<file path="src/rtl/sfw_pkg.sv">
package sfw_pkg;
   typedef enum logic [1:0] {
      ST_IDLE  = 2'd0,
      ST_WRITE = 2'd1,
      ST_CLOSE = 2'd2
   } sfw_state_e;
endpackage

</file>
<file path="src/rtl/sfw_pop_ctrl.sv">
module sfw_pop_ctrl
   import sfw_pkg::*;
#(
   parameter int PKT_LEN = 482
) (
   input  logic clk,
   input  logic rst,
   input  logic src_valid,
   input  logic bridge_room,
   output logic pop,
   output logic pop_final,
   output logic leave_write
);
   localparam int CNT_W = (PKT_LEN > 2) ? $clog2(PKT_LEN) : 1;
   localparam logic [CNT_W-1:0] LAST_IDX = CNT_W'(PKT_LEN - 1);

   sfw_state_e state_q, state_d;
   logic [CNT_W-1:0] cnt_q;

   // pops are blocked for the one cycle that follows the last byte of a packet
   assign pop         = !rst && (state_q != ST_CLOSE) && src_valid && bridge_room;
   assign pop_final   = pop && (cnt_q == LAST_IDX);
   assign leave_write = (state_q == ST_WRITE) && !pop;

   always_comb begin
      if (pop_final)  state_d = ST_CLOSE;
      else if (pop)   state_d = ST_WRITE;
      else            state_d = ST_IDLE;
   end

   always_ff @(posedge clk) begin
      if (rst) begin
         state_q <= ST_IDLE;
         cnt_q   <= '0;
      end else begin
         state_q <= state_d;
         if (pop_final)  cnt_q <= '0;
         else if (pop)   cnt_q <= cnt_q + 1'b1;
      end
   end


   count_range_chk: assert property (@(posedge clk) disable iff (rst)
      cnt_q <= LAST_IDX);


   close_once_chk: assert property (@(posedge clk) disable iff (rst)
      (state_q == ST_CLOSE) |=> (state_q != ST_CLOSE));
endmodule

</file>
<file path="src/rtl/sfw_stage.sv">
module sfw_stage #(
   parameter int DATA_W    = 8,
   parameter bit MARK_IDLE = 1'b1,
   parameter int MARK_BIT  = 6
) (
   input  logic              clk,
   input  logic              rst,
   input  logic              pop,
   input  logic              pop_final,
   input  logic [DATA_W-1:0] src_data,
   input  logic              leave_write,
   output logic              stg_vld,
   output logic              stg_last,
   output logic [DATA_W-1:0] out_data
);
   logic [DATA_W-1:0] stg_data;

   always_ff @(posedge clk) begin
      if (rst) begin
         stg_vld  <= 1'b0;
         stg_last <= 1'b0;
         stg_data <= '0;
      end else begin
         stg_vld  <= pop;
         stg_last <= pop_final;
         if (pop) stg_data <= src_data;
      end
   end

   generate
      if (MARK_IDLE) begin : g_mark
         localparam logic [DATA_W-1:0] MARK_MASK = DATA_W'(1) << MARK_BIT;
         logic mark_now;
         assign mark_now = stg_vld && !stg_last && leave_write;
         assign out_data = mark_now ? (stg_data | MARK_MASK) : stg_data;
      end else begin : g_plain
         assign out_data = stg_data;
      end
   endgenerate


   last_needs_vld_chk: assert property (@(posedge clk) disable iff (rst)
      stg_last |-> stg_vld);
endmodule

</file>
<file path="src/rtl/sfw_out_regs.sv">
module sfw_out_regs #(
   parameter int DATA_W = 8
) (
   input  logic              clk,
   input  logic              rst,
   input  logic              stg_vld,
   input  logic              stg_last,
   input  logic [DATA_W-1:0] out_data,
   output logic [DATA_W-1:0] bus_data,
   output logic              wr_n,
   output logic              pktend_n
);
   logic pend_q;

   always_ff @(posedge clk) begin
      if (rst) begin
         bus_data <= '0;
         wr_n     <= 1'b1;
         pend_q   <= 1'b0;
         pktend_n <= 1'b1;
      end else begin
         wr_n     <= !stg_vld;
         if (stg_vld) bus_data <= out_data;
         pend_q   <= stg_vld && stg_last;
         pktend_n <= !pend_q;
      end
   end


   pe_wr_excl_chk: assert property (@(posedge clk) disable iff (rst)
      !pktend_n |-> wr_n);


   pe_single_chk: assert property (@(posedge clk) disable iff (rst)
      !pktend_n |=> pktend_n);
endmodule

</file>
<file path="src/rtl/slave_fifo_writer.sv">
module slave_fifo_writer #(
   parameter int         DATA_W    = 8,
   parameter int         PKT_LEN   = 482,
   parameter bit         MARK_IDLE = 1'b1,
   parameter int         MARK_BIT  = 6,
   parameter logic [1:0] EP_ADDR   = 2'b10
) (
   input  logic              clk,
   input  logic              rst,
   input  logic              src_valid,
   input  logic [DATA_W-1:0] src_data,
   output logic              src_pop,
   input  logic              bridge_room,
   output logic [DATA_W-1:0] bus_data,
   output logic              wr_n,
   output logic              pktend_n,
   output logic              rd_n,
   output logic              oe_n,
   output logic [1:0]        ep_addr
);
   generate
      if (PKT_LEN < 2) begin : g_bad_len
         $error("PKT_LEN must be at least 2");
      end
      if (MARK_BIT >= DATA_W) begin : g_bad_bit
         $error("MARK_BIT must index into the data word");
      end
   endgenerate

   logic pop_final, leave_write;
   logic stg_vld, stg_last;
   logic [DATA_W-1:0] out_data;

   assign rd_n    = 1'b1;
   assign oe_n    = 1'b1;
   assign ep_addr = EP_ADDR;

   sfw_pop_ctrl #(.PKT_LEN(PKT_LEN)) u_ctrl (
      .clk(clk), .rst(rst), .src_valid(src_valid), .bridge_room(bridge_room),
      .pop(src_pop), .pop_final(pop_final), .leave_write(leave_write));

   sfw_stage #(.DATA_W(DATA_W), .MARK_IDLE(MARK_IDLE), .MARK_BIT(MARK_BIT)) u_stage (
      .clk(clk), .rst(rst), .pop(src_pop), .pop_final(pop_final),
      .src_data(src_data), .leave_write(leave_write),
      .stg_vld(stg_vld), .stg_last(stg_last), .out_data(out_data));

   sfw_out_regs #(.DATA_W(DATA_W)) u_out (
      .clk(clk), .rst(rst), .stg_vld(stg_vld), .stg_last(stg_last),
      .out_data(out_data), .bus_data(bus_data), .wr_n(wr_n), .pktend_n(pktend_n));


   pop_guard_chk: assert property (@(posedge clk) disable iff (rst)
      stg_vld |-> $past(src_valid && bridge_room));


   wr_follow_chk: assert property (@(posedge clk) disable iff (rst)
      $past(src_pop, 2) |-> !wr_n);


   wr_cause_chk: assert property (@(posedge clk) disable iff (rst)
      !wr_n |-> $past(src_pop, 2));


   pktend_after_wr_chk: assert property (@(posedge clk) disable iff (rst)
      !pktend_n |-> $past(!wr_n));


   close_gap_chk: assert property (@(posedge clk) disable iff (rst)
      stg_last |-> !src_pop);


   reset_idle_chk: assert property (@(posedge clk)
      rst |=> (wr_n && pktend_n));
endmodule

</file>
<file path="config.mk">
export PLATFORM = sky130hd
export DESIGN_NAME = slave_fifo_writer
export DESIGN_NICKNAME = d
export VERILOG_FILES = /design/src/rtl/sfw_pkg.sv /design/src/rtl/sfw_pop_ctrl.sv /design/src/rtl/sfw_stage.sv /design/src/rtl/sfw_out_regs.sv /design/src/rtl/slave_fifo_writer.sv
export SDC_FILE = /design/constraint.sdc
export NUM_CORES = 1
export LEC_CHECK = 0
export CORE_MARGIN = 1.5
export CORE_UTILIZATION = 48
export CTS_CLUSTER_SIZE = 14
export DETAILED_ROUTE_END_ITERATION = 16
export GPL_TIMING_DRIVEN = 0
export HOLD_SLACK_MARGIN = 0.06
export PLACE_DENSITY = 0.84
export SLEW_MARGIN = 15
export SYNTH_ARGS = -nofsm -noshare
export SYNTH_HDL_FRONTEND = slang
export SYNTH_SLANG_ARGS = --single-unit
</file>
<file path="constraint.sdc">
create_clock -name clk -period 1.8 [get_ports clk]
set_input_delay 0.54 -clock clk [delete_from_list [all_inputs] [get_ports clk]]
set_output_delay 0.54 -clock clk [all_outputs]
set_load 0.01 [all_outputs]
</file>
==> flow_summary.toml, run 1 <==
[flow_run]
maxCapViolCount = 0

[detailed_routing]
detail-route-antenna-nets = 0
drt-initial-drc-count = 14
drt_first_pass_iters = 4
vias = 1037
drt-total-wl_um = 2640
wl_per_cell_um = 13.1
drc = 0
vias_per_cell = 5.16

[timing]
finClkSkew_ps = 12.0
setup_violations = 0
slew_viol_final = 0
final.setup.tns_ps = 0
rsz0062_at_grt = "false"
tightest_slew_ps = 672
finalHoldViolCount = 0
hold_slack_ps = 391
fin_crit_sh_pct = 97.3
max_freq_mhz = 571
fin_crit_ps = 1750
slew_headroom_pct = 55.2

[pwr]
ir_drop_mv = 0.656
p_leak_nw = 0.631
power.density_mw_per_mm2 = 836

[cts]
cts-root-buf = "clkbuf_4"
cts_made_buffers = 5
htree_levels = 2
clk_pin_slew_ps = 90
cts_sinks = 31
clock_latency_ps = 340
cts_hold_buf = 0
cts_tree = "built"
clockBufferDepth = 2

[synth]
synth.distinct_cells = 34
syn_inst = 136
synthFlopType = "dfxtp_1"
synthTopCellsByArea = "dfxtp_1 48%, mux2i_1 5.5%, nand2_1 5.3%"
synth-edff-count = 0
synth-seq-cells = 31
synth_top_area_cell = "dfxtp_1"
async_flop_share_pct = 0
synth.cell_area_mm2 = 0.00128
synth_top_area_share_pct = 48.3
yosysWarnings = 0
synth-seq-area-share_pct = 48.3
synth.avg_cell_area_um2 = 9.45

[critical_path]
start_kind = "primary input"
r2r-end = "u_ctrl.cnt_q[8]$_SDFFE_PP0P_"
critical_path_class = "primary input to primary output"
cp_slowest_cell = "dlygate4sd2_1"
cp_max_fo = 2
slowest_delay_ps = 270
r2r_cells = 7
end_kind = "primary output"
crit_chain = "dlygate4sd2_1, nand2_4, nor3_4, buf_2"
cp_data_arrival_time_ps = 1210
r2r_slack_ps = 120
required_ps = 1260
r2r-start = "u_ctrl.state_q[1]$_SDFF_PP0_"

[finish]
nets = 184
final_common_cell = "dfxtp_1"
nFillCells = 218
num_antenna_cells = 0
drive_gt1_share_pct = 17.5
final_cell_mix = "30 x dfxtp_1, 18 x nand2_1, 17 x nor2_1"
syn_to_final_growth_pct = 29.5
layout.cells.non_filler = 201

[die]
core.rowCount = 18
die_h_um = 54.7
die_w_um = 54.7
initial_utilization_pct = 51.4
core-area_mm2 = 0.00250
io_pins = 27
die-area_mm2 = 0.00300

[hold_path]
min_from = "u_out.pend_q$_SDFF_PP0_"
min_to = "u_out.pktend_n$_SDFF_PP1_"
hold_class = "flip-flop to flip-flop"
hold_depth = 1

[global_route]
grt_pass1_vias = 973
antenna_found_initial = 0
grt_usage_pct = 20.6
grt_max_degree = 11
grt_pass1_wl_um = 4180
grt-ovfl-total = 0

[placed_design]
place_hpwl_um = 1860
port_buffers = 22
gp_congestion = 0.940
dp.cells = 190

[outcome]
outcome = "complete, no violations"
[how the worst max path moves through the flow]
| stage | depth (start not counted) | startpoint | end | slack [ps] |
|---|---|---|---|---|
| after floorplan | 2 | bridge_room | src_pop | 210 |
| after global placement | 4 | bridge_room | src_pop | -910 |
| after detailed placement | 4 | bridge_room | src_pop | -920 |
| after CTS | 1 | u_out.bus_data[4]$_SDFFE_PP0P_ | bus_data[4] | 20 |
| after global routing | 1 | u_out.bus_data[0]$_SDFFE_PP0P_ | bus_data[0] | 0.2 |
| final | 4 | bridge_room | src_pop | 50 |
[cell families (layout without fill, tap and decap cells)]
kind of cell	count (synthesis)	count (layout)	synth area share, %
AOI/OAI and AO/OA	16	16	9.25
xor gates and xnor gates	6	6	4.09
adders and majority gates	2	2	1.95
buffers and inverters	12	45	5.84
DFF	31	31	48.3
muxes	7	7	5.45
other	2	4	0.584
and+or+nand+nor	60	60	24.5
[flip-flops by register name (all words and copies together), names as in the netlist]
register,cells
u_stage.stg_data,8
u_stage.stg_vld,1
u_out.wr_n,1
u_ctrl.cnt_q,9
u_out.pend_q,1
u_out.bus_data,8
u_ctrl.state_q,2
u_out.pktend_n,1
[repair_timing]
| item | CTS | global route |
|---|---|---|
| pin swaps | 2 | 1 |
| setup endpoints to repair | 3 | 3 |
| resized for setup | 9 | 5 |
| setup buffers | 3 | 0 |
[synth_stat cells (2+ instances only)]
cell and n:
ha_1 2, conb_1 2, a21oi_1 9, a211oi_1 2, clkbuf_1 3, nand2b_1 3, nor2_1 17, nor3_1 5
nand3b_1 2, buf_6 2, nor4_1 2, xnor2_1 6, buf_4 4, nand2_1 18, mux2i_1 7, inv_1 3
nand3_1 2, dfxtp_1 31
[critical path: cells and delay by family]
kind                   cells  cell delay [ps]
buffers and inverters      2              420
AND/OR/NAND/NOR            2              250
[per-layer routing]
layer	share of wire, %	GRT usage, %	vias up	routed length [um]
li1	-	-	515	-
met1	44	22.3	481	1150
met2	47	34.3	32	1250
met3	6.2	6.28	9	163
met4	2.8	13.8	0	75
met5	0	0	-	0
[metrics by stage]
stage / power (mW) / area, um^2 / utilization [%] / worst slack, ps
after floorplan: 0.792 / 1290 / - / 209
after global placement: 0.839 / 1550 / 62.0 / -906
after detailed placement: 0.844 / 1550 / 62.0 / -920
after CTS: 1.40 / 1660 / 66.5 / 21.2
after global routing: 1.44 / 1660 / 66.6 / 0.235
final: 1.39 / 1660 / 66.6 / 48.7
[where the power goes]
part	switching [mW]	total (mW)	internal, mW
combinational	0.0583	0.117	0.0591
sequential	0.0100	0.712	0.702
clock	0.234	0.562	0.328
[cell type report]
class | count | area [um^2] | area share, %
sequential | 31 | 622 | 37.4
clock inverter | 2 | 35.0 | 2.11
tap | 30 | 37.5 | 2.26
timing repair buffer | 25 | 235 | 14.1
inverter | 3 | 11.3 | 0.677
buffer | 9 | 63.8 | 3.83
clock buffer | 6 | 51.3 | 3.08
multi-input combinational | 95 | 608 | 36.5
Note: power is estimated with default switching activity, not from simulation.
==> run 2: changes to the inputs <==
SLEW_MARGIN = 20   (was 15)
==> results of run 2 <==
Same layout as run 1: the final DEF is identical, and so are final timing and power.
